**src/rtl/sram_ctrl_pkg.sv**
```systemverilog
// Shared types and helpers for the static RAM access sequencer.
// Assumes timing parameters are positive nanosecond values.
package sram_ctrl_pkg;

    typedef enum logic [2:0] {
        ST_IDLE     = 3'd0,
        ST_READ     = 3'd1,
        ST_WR_HIZ   = 3'd2,
        ST_WR_DRIVE = 3'd3,
        ST_WR_HOLD  = 3'd4
    } seq_state_e;

    // Round a nanosecond figure up to whole clock cycles, at least one.
    function automatic int ns_to_cycles(input int ns, input int clk_ns);
        int c;
        c = (ns + clk_ns - 1) / clk_ns;
        return (c < 1) ? 1 : c;
    endfunction

    function automatic int imax(input int a, input int b);
        return (a > b) ? a : b;
    endfunction

endpackage

```
**src/rtl/sram_timer.sv**
```systemverilog
// Down-counter that times one phase of an access.
// Assumes the loaded value is the phase length minus one; done is high
// in the last cycle of the phase.
module sram_timer #(
    parameter int CNT_W = 3
) (
    input  logic             clk,
    input  logic             rst_n,
    input  logic             load,
    input  logic [CNT_W-1:0] load_val,
    output logic             done
);
    logic [CNT_W-1:0] cnt_q;

    // Load a new phase length or count the current one down to zero.
    always_ff @(posedge clk) begin
        if (!rst_n)               cnt_q <= '0;
        else if (load)            cnt_q <= load_val;
        else if (cnt_q != '0)     cnt_q <= cnt_q - 1'b1;
    end

    assign done = (cnt_q == '0);
endmodule

```
**src/rtl/sram_seq.sv**
```systemverilog
// Access state machine: accepts a request when idle, steps through the
// read or write phases using the phase timer, and raises the acknowledge.
// Assumes all cycle counts are at least one.
module sram_seq
    import sram_ctrl_pkg::*;
#(
    parameter int RD_CYC  = 3,
    parameter int WZ_CYC  = 2,
    parameter int DRV_CYC = 2,
    parameter int CNT_W   = 3
) (
    input  logic             clk,
    input  logic             rst_n,
    input  logic             req,
    input  logic             req_wr,
    input  logic             timer_done,
    output logic             timer_load,
    output logic [CNT_W-1:0] timer_val,
    output logic             accept,
    output logic             capture,
    output logic             ack,
    output seq_state_e       state
);
    seq_state_e nxt;
    logic       ack_set;

    // Next-state and timer-load decisions for each phase.
    always_comb begin
        nxt        = state;
        timer_load = 1'b0;
        timer_val  = '0;
        accept     = 1'b0;
        capture    = 1'b0;
        ack_set    = 1'b0;
        case (state)
            ST_IDLE: begin
                if (req) begin
                    accept     = 1'b1;
                    timer_load = 1'b1;
                    if (req_wr) begin
                        nxt       = ST_WR_HIZ;
                        timer_val = CNT_W'(WZ_CYC - 1);
                    end else begin
                        nxt       = ST_READ;
                        timer_val = CNT_W'(RD_CYC - 1);
                    end
                end
            end
            ST_READ: begin
                if (timer_done) begin
                    capture = 1'b1;
                    ack_set = 1'b1;
                    nxt     = ST_IDLE;
                end
            end
            ST_WR_HIZ: begin
                if (timer_done) begin
                    timer_load = 1'b1;
                    timer_val  = CNT_W'(DRV_CYC - 1);
                    nxt        = ST_WR_DRIVE;
                end
            end
            ST_WR_DRIVE: begin
                if (timer_done) nxt = ST_WR_HOLD;
            end
            ST_WR_HOLD: begin
                ack_set = 1'b1;
                nxt     = ST_IDLE;
            end
            default: nxt = ST_IDLE;
        endcase
    end

    // State and acknowledge registers.
    always_ff @(posedge clk) begin
        if (!rst_n) begin
            state <= ST_IDLE;
            ack   <= 1'b0;
        end else begin
            state <= nxt;
            ack   <= ack_set;
        end
    end

    // acknowledge lasts one cycle only.
    p_ack_single_r10: assert property (@(posedge clk) disable iff (!rst_n)
        ack |=> !ack);
endmodule

```
**src/rtl/sram_ctrl.sv**
```systemverilog
// Top of the static RAM access sequencer. Latches the host request,
// drives the RAM pins as a registered decode of the sequencer state and
// captures read data. Assumes one RAM, split data bus at the pins.
module sram_ctrl
    import sram_ctrl_pkg::*;
#(
    parameter int ADDR_W   = 13,
    parameter int DATA_W   = 8,
    parameter int CLK_NS   = 5,
    parameter int T_ACC_NS = 15,
    parameter int T_WP_NS  = 12,
    parameter int T_WZ_NS  = 7,
    parameter int T_DW_NS  = 8
) (
    input  logic              clk,
    input  logic              rst_n,
    input  logic              host_req,
    input  logic              host_wr,
    input  logic [ADDR_W-1:0] host_addr,
    input  logic [DATA_W-1:0] host_wdata,
    output logic              host_ack,
    output logic [DATA_W-1:0] host_rdata,
    output logic [ADDR_W-1:0] mem_addr,
    output logic [DATA_W-1:0] mem_dq_o,
    output logic              mem_dq_oe,
    input  logic [DATA_W-1:0] mem_dq_i,
    output logic              mem_sel_n,
    output logic              mem_sel,
    output logic              mem_oe_n,
    output logic              mem_we_n
);
    localparam int RD_CYC  = ns_to_cycles(T_ACC_NS, CLK_NS);
    localparam int WP_CYC  = ns_to_cycles(T_WP_NS, CLK_NS);
    localparam int WZ_CYC  = ns_to_cycles(T_WZ_NS, CLK_NS);
    localparam int DW_CYC  = ns_to_cycles(T_DW_NS, CLK_NS);
    localparam int DRV_CYC = imax(imax(DW_CYC, WP_CYC - WZ_CYC), 1);
    localparam int MAX_CYC = imax(imax(RD_CYC, WZ_CYC), DRV_CYC);
    localparam int CNT_W   = imax($clog2(MAX_CYC + 1), 1);

    seq_state_e        state;
    logic              timer_load, timer_done, accept, capture;
    logic [CNT_W-1:0]  timer_val;
    logic [ADDR_W-1:0] addr_q;
    logic [DATA_W-1:0] wdata_q, rdata_q;

    sram_timer #(.CNT_W(CNT_W)) u_timer (
        .clk      (clk),
        .rst_n    (rst_n),
        .load     (timer_load),
        .load_val (timer_val),
        .done     (timer_done)
    );

    sram_seq #(
        .RD_CYC  (RD_CYC),
        .WZ_CYC  (WZ_CYC),
        .DRV_CYC (DRV_CYC),
        .CNT_W   (CNT_W)
    ) u_seq (
        .clk        (clk),
        .rst_n      (rst_n),
        .req        (host_req),
        .req_wr     (host_wr),
        .timer_done (timer_done),
        .timer_load (timer_load),
        .timer_val  (timer_val),
        .accept     (accept),
        .capture    (capture),
        .ack        (host_ack),
        .state      (state)
    );

    // Latch the host address and byte at accept; hold them through the access.
    always_ff @(posedge clk) begin
        if (!rst_n) begin
            addr_q  <= '0;
            wdata_q <= '0;
        end else if (accept) begin
            addr_q  <= host_addr;
            wdata_q <= host_wdata;
        end
    end

    // Capture the RAM byte on the final read cycle, before the address can move.
    always_ff @(posedge clk) begin
        if (!rst_n)       rdata_q <= '0;
        else if (capture) rdata_q <= mem_dq_i;
    end

    // Pin decode from the state register.
    always_comb begin
        mem_sel_n = 1'b1;
        mem_sel   = 1'b0;
        mem_oe_n  = 1'b1;
        mem_we_n  = 1'b1;
        mem_dq_oe = 1'b0;
        case (state)
            ST_READ: begin
                mem_sel_n = 1'b0;
                mem_sel   = 1'b1;
                mem_oe_n  = 1'b0;
            end
            ST_WR_HIZ: begin
                mem_sel_n = 1'b0;
                mem_sel   = 1'b1;
                mem_we_n  = 1'b0;
            end
            ST_WR_DRIVE: begin
                mem_sel_n = 1'b0;
                mem_sel   = 1'b1;
                mem_we_n  = 1'b0;
                mem_dq_oe = 1'b1;
            end
            ST_WR_HOLD: mem_dq_oe = 1'b1;
            default: ;
        endcase
    end

    assign mem_addr   = addr_q;
    assign mem_dq_o   = wdata_q;
    assign host_rdata = rdata_q;

    // driver is off in the cycle before the output enable falls.
    p_release_before_oe_r6: assert property (@(posedge clk) disable iff (!rst_n)
        $fell(mem_oe_n) |-> !$past(mem_dq_oe));
    // address held while the RAM stays selected.
    p_addr_stable_r7: assert property (@(posedge clk) disable iff (!rst_n)
        (!mem_sel_n && $past(!mem_sel_n)) |-> $stable(mem_addr));
    // end of strobe releases selects, data still driven.
    p_hold_after_we_r9: assert property (@(posedge clk) disable iff (!rst_n)
        $rose(mem_we_n) |-> (mem_dq_oe && mem_sel_n && !mem_sel));
    // driver turns on only after the strobe has been low a cycle.
    p_drive_after_float_r4: assert property (@(posedge clk) disable iff (!rst_n)
        $rose(mem_dq_oe) |-> (!mem_we_n && $past(!mem_we_n)));
    // output enable stays high while writing.
    p_oe_high_in_write_r5: assert property (@(posedge clk) disable iff (!rst_n)
        !mem_we_n |-> mem_oe_n);
    // acknowledge comes with the RAM back in standby.
    p_ack_standby_r1: assert property (@(posedge clk) disable iff (!rst_n)
        host_ack |-> (mem_sel_n && mem_oe_n && mem_we_n && !mem_dq_oe));
endmodule

```
**config.mk**
```make
export PLATFORM = sky130hd
export DESIGN_NAME = sram_ctrl
export DESIGN_NICKNAME = d
export VERILOG_FILES = /design/src/rtl/sram_ctrl_pkg.sv /design/src/rtl/sram_timer.sv /design/src/rtl/sram_seq.sv /design/src/rtl/sram_ctrl.sv
export SDC_FILE = /design/constraint.sdc
export NUM_CORES = 1
export LEC_CHECK = 0
export BUFFER_PORTS_ARGS = -buffer_cell sky130_fd_sc_hd__buf_4
export CAP_MARGIN = 25
export CORE_AREA = 5 5 66 68
export DETAILED_ROUTE_END_ITERATION = 16
export DIE_AREA = 0 0 71 73
export GPL_TIMING_DRIVEN = 0
export PLACE_DENSITY = 0.75
export RECOVER_POWER = 25
export SYNTH_ARGS = -nofsm -noshare
export SYNTH_HDL_FRONTEND = slang
export SYNTH_SLANG_ARGS = --single-unit
```
**constraint.sdc**
```tcl
create_clock -name clk -period 1.7 [get_ports clk]
set_input_delay 0.17 -clock clk [delete_from_list [all_inputs] [get_ports clk]]
set_output_delay 0.17 -clock clk [all_outputs]
set_load 0.1 [all_outputs]
```
* Word-level counts from Yosys, hierarchy flattened
Index checks and enable logic that the tools add are counted.
Widths: inputs -> output; s select.
** Cells by class
- Add/subtract/negate cells :: 1
- Equality and inequality tests :: 8
- Muxes and demuxes :: 23
- Reductions and logical operators :: 8
** Operators with widths (number)
- $mux 3 :: 4
- $pmux 3 s4 :: 1
- $mux 1 :: 10
- $mux 2 :: 5
- $ne 2x2->1 const B :: 4
- $eq 3x2->1 const B :: 2
- $pmux 1 s2 :: 2
- $pmux 2 s2 :: 1
- $reduce_and 4->1 :: 1
- $reduce_bool 2->1 :: 2
- $reduce_or 2->1 :: 2
- $eq 3x1->1 const B :: 1
- $eq 3x3->1 const B :: 1
- $logic_not 3->1 :: 1
- $reduce_or 3->1 :: 1
- $logic_not 2->1 :: 1
- $sub 2x1->2 const B :: 1
** Word-level totals
- Register bits after elaboration :: 35
- Bits of input ports :: 33
- Output and inout bits :: 35

* Logic depth before layout (Yosys ltp)
- Word-level depth :: 4
- Depth in mapped cells :: 6
- Gate-level depth less buffers :: 5

* Hierarchy
Synthesis repeated with hierarchy kept, for this count alone.
** Unflattened totals
- Cells, all modules :: 142
- Area, all modules :: 1525.2 sq um
** Modules (own cells, without submodules)
- sram_ctrl :: times used 1, cells an instance 102, area an instance 1172.4 sq um
- sram_seq :: times used 1, cells an instance 27, area an instance 229.0 sq um
- sram_timer :: times used 1, cells an instance 13, area an instance 123.9 sq um

* Least setup slack after synthesis
Ideal clock, no wire load.
- Path kind :: register to output
- Start :: register u_seq.state[1]
- End :: output port mem_sel_n
- Arrival time :: 2945 ps
- Data required time :: 1530 ps
- Slack :: -1415 ps
- Stages on the path, launching flop included :: 5
- Path buffers :: 1
- Cell sequence :: dfxtp_1 clkbuf_1 nor2_1 nor2_1 inv_1
** On the way
- Cells in the longest elaborated chain, start to end :: 3
- Elaborated cells between the ends (all ways) :: 5
- Those cells by class :: 3 x eq/ne; 1 x mux; 1 x reduce/logical
** Ends and longest elaborated chain
- start: declaration :: line sram_seq.sv:22 : output seq_state_e state
- start signal: assignment :: line sram_seq.sv:80 : state <= nxt;
- $eq 3x1->1 or $eq 3x2->1 (tied branches) :: line sram_ctrl.sv:97 : case (state)
- $reduce_or 3->1 (no line) (*)
- $mux 1 (*) :: line sram_ctrl.sv:97
- end: declaration :: line sram_ctrl.sv:27 : output logic mem_sel_n,
Mark *: on every way between the ends. The rest lies on a longest branch, timed or not.

* Worst setup path after layout
- Start :: register u_seq.state[2]
- End :: output port mem_dq_oe
** On the way
- Cells in the longest elaborated chain, start to end :: 3
- Elaborated cells between the ends (all ways) :: 4
- Those cells by class :: 2 x eq/ne; 1 x mux; 1 x reduce/logical
** Ends and longest elaborated chain
- $eq 3x3->1 or $eq 3x2->1 (tied branches) :: line sram_ctrl.sv:97
- $reduce_or 2->1 (no line) (*)
- $mux 1 (*) :: line sram_ctrl.sv:97
- end: declaration :: line sram_ctrl.sv:25 : output logic mem_dq_oe,
Marks and branches as above.

==> out/results.tsv <==
stage	metric	value	unit
placement	gp_congestion	0.732	
sta	rsz0062_at_grt	false	
final_layout	fin_nets	270	
sta	fin_ws	0.117	ns
clock_network	ctsRootBufferMaster	clkbuf_8	
clock_network	postCtsSetupBuffers	0	
sta	maxClockFrequency	632	MHz
worst_setup_path	cpMaxStageDelayCell	dfxtp_1	
power	peakVddDrop	0.620	mV
global_routing	grt_pass1_vias	1253	
clock_network	cts_buffers	5	
worst_setup_path	critPathKind	reg -> out	
detailed_routing	wl	3400	um
die	die_h	73	um
die	initial_utilization	0.362	
die	die_area	0.00518	mm2
detailed_routing	first_iter_violations	37	
clock_network	clk_pin_slew_worst_paths	0.07	ns
worst_setup_path	endpoint_kind	output pin	
sta	finalCritPeriodShare	0.931	
die	fp.coreArea	0.00380	mm2
global_routing	top_usage_layer	met2	
synth	ys.flop_type	dfxtp_1	
sta	period_minus_slack	1.58	ns
sta	max_slew_margin	0.636	
die	rows	23	
run_status	outcome	finished clean	
global_routing	grtUsageMet3	0.0441	
global_routing	grt_remaining_overflow	0	
synth	synth-seq-cells	35	
synth	synth_warnings	0	
synth	synth.distinct_cells	27	
final_layout	drive_gt1_frac	0.388	
worst_setup_path	start_kind	flop	
worst_setup_path	arrival	1.41	ns
global_routing	grtUsageMet2	0.232	
sta	final.setup_skew	0.00308	ns
detailed_routing	vias	1289	
die	pin_count	68	
final_layout	final_core_util	0.539	
global_routing	grtUsageTotal	0.132	
global_routing	use_met1	0.147	
min_path	hold_class	in -> reg	
power	p_per_area	1450	mW/mm2
detailed_routing	drtPass1Iterations	4	
global_routing	grt_max_degree	12	
synth	synth_cells	162	
synth	synth_fp_nets	196	
clock_network	htree_levels	2	
detailed_routing	drc	0	
sta	setup_viol	0	
detailed_routing	wl_per_cell	11.8	um
final_layout	layout_common_cells	buf_4, nand2_1, dfxtp_1	
global_routing	grt_first_pass_wirelength	5460	um
flow_run	drv_cap	0	
synth	synth_area	0.00137	mm2
power	leakagePower	0.900	nW
placement	portBuffers	67	
sta	fin_setup_tns	0	ns
die	die_x	71	um
worst_setup_path	required	1.53	ns
clock_network	clock_sinks	35	
synth	synth_edf_count	0	
detailed_routing	drt-vias-per-instance	4.49	
clock_network	clockBufferDepth	2	
placement	place_hpwl	2570	um
sta	hold_viol	0	
synth	synthArstFlopShare	0	
synth	synth.avg_cell_area	8.48	um2
worst_setup_path	cpPeakStageDelay	0.40	ns
global_routing	antenna_found_initial	0	
sta	tightest_slew	0.549	ns
final_layout	final_cells	287	
synth	seq_area_frac_synth	0.510	
final_layout	synthToLayoutAreaGrowth	49.0	%
detailed_routing	detail-route-antenna-nets	0	
final_layout	layout_commonest_cell	buf_4	
clock_network	clkLatencyLatePin	0.28	ns
final_layout	diodes	0	
clock_network	cts_tree	done	
placement	placed_cells	279	
placement	dpl_worst_slack	0.0160	ns
worst_setup_path	worstPathCellList	clkbuf_2, nand2_1, o21ai_2, buf_4	
sta	slew_viol_final	0	
worst_setup_path	crit_path_max_fanout	10	
==> final cells by class <==
class,instances,area [um2]
fill,396,1750
sequential,35,702
multi-input combinational,110,609
timing repair buffer,67,460
clock buffer,7,96.3
buffer,12,86.3
tap,50,62.6
inverter,5,22.5
clock inverter,1,7.51
==> cell usage after synthesis (2+ instances only) <==
| cell | instances | area [um2] |
|---|---|---|
| nand2_1 | 46 | 173 |
| o221a_1 | 2 | 22.5 |
| nor3b_1 | 2 | 15.0 |
| a21oi_1 | 22 | 110 |
| buf_6 | 2 | 22.5 |
| buf_2 | 5 | 25.0 |
| mux2i_1 | 8 | 80.1 |
| nor2_1 | 14 | 52.6 |
| inv_1 | 5 | 18.8 |
| clkbuf_1 | 5 | 18.8 |
| dfxtp_1 | 35 | 701 |
==> timing repair <==
item                                    4_1_cts  5_1_grt
endpoints found under the setup margin        0        8
hold buffers                                  0        0
resized for setup                             0        3
==> final timing paths <==
path / end / slack [ns] / start / depth (start not counted)
max: mem_dq_oe / 0.12 / u_seq.state[2]$_SDFFE_PN0P_ / 4
max reg2reg: host_rdata[4]$_SDFFE_PN0P_ / 0.13 / u_timer.cnt_q[0]$_SDFFE_PN0P_ / 6
min reg2reg: mem_dq_o[1]$_SDFFE_PN0P_ / 0.45 / mem_dq_o[1]$_SDFFE_PN0P_ / 2
min: host_rdata[0]$_SDFFE_PN0P_ / 0.12 / mem_dq_i[0] / 3
==> through the flow <==
step / cell area, um2 / hold slack [ns] / power [mW]
5_1_grt: 2050 / 0.127 / 3.12
3_3_place_gp: 1980 / 0.405 / 2.35
2_1_floorplan: 1420 / 0.306 / 2.07
4_1_cts: 2080 / 0.112 / 3.03
6_report: 2050 / 0.117 / 2.98
3_5_place_dp: 1980 / 0.412 / 2.36
==> state kept, by name, summed over array words and instances, names as in the netlist <==
| name | cells |
|---|---|
| u_timer.cnt_q | 2 |
| mem_addr | 13 |
| u_seq.state | 3 |
| mem_dq_o | 8 |
| host_rdata | 8 |
| u_seq.ack | 1 |
==> cell families (layout without fill, tap and decap cells) <==
logic type,count (synthesis),after routing,synth area share
multiplexers,9,9,0.0665
buffers and inverters,17,92,0.0619
adder cells (fa/ha/maj),1,1,0.00911
AND/OR/NAND/NOR,70,70,0.224
AO/OA/AOI/OAI,30,30,0.128
flip-flops,35,35,0.510
==> metal layers <==
layer  part of all wire  vias to the layer above
li1                   -                      686
met1               0.43                      556
met2               0.48                       41
met3              0.079                        6
met4              0.012                        0
met5                  0                        -
==> power breakdown <==
| part | switching, mW | internal (mW) | total [mW] | leakage [nW] |
|---|---|---|---|---|
| clock network | 0.293 | 0.368 | 0.661 | 0.0505 |
| logic | 1.00 | 0.343 | 1.35 | 0.563 |
| registers | 0.0517 | 0.916 | 0.968 | 0.287 |
| total | 1.35 | 1.63 | 2.98 | 0.900 |
==> critical path: cells and delay by family, from the launching register on <==
kind                   cells  cell delay (ns)
AO/OA/AOI/OAI              1             0.06
buffers and inverters      2             0.57
flip-flops                 1             0.40
AND/OR/NAND/NOR            1             0.09
No activity file was read; power rests on OpenSTA's default activity.
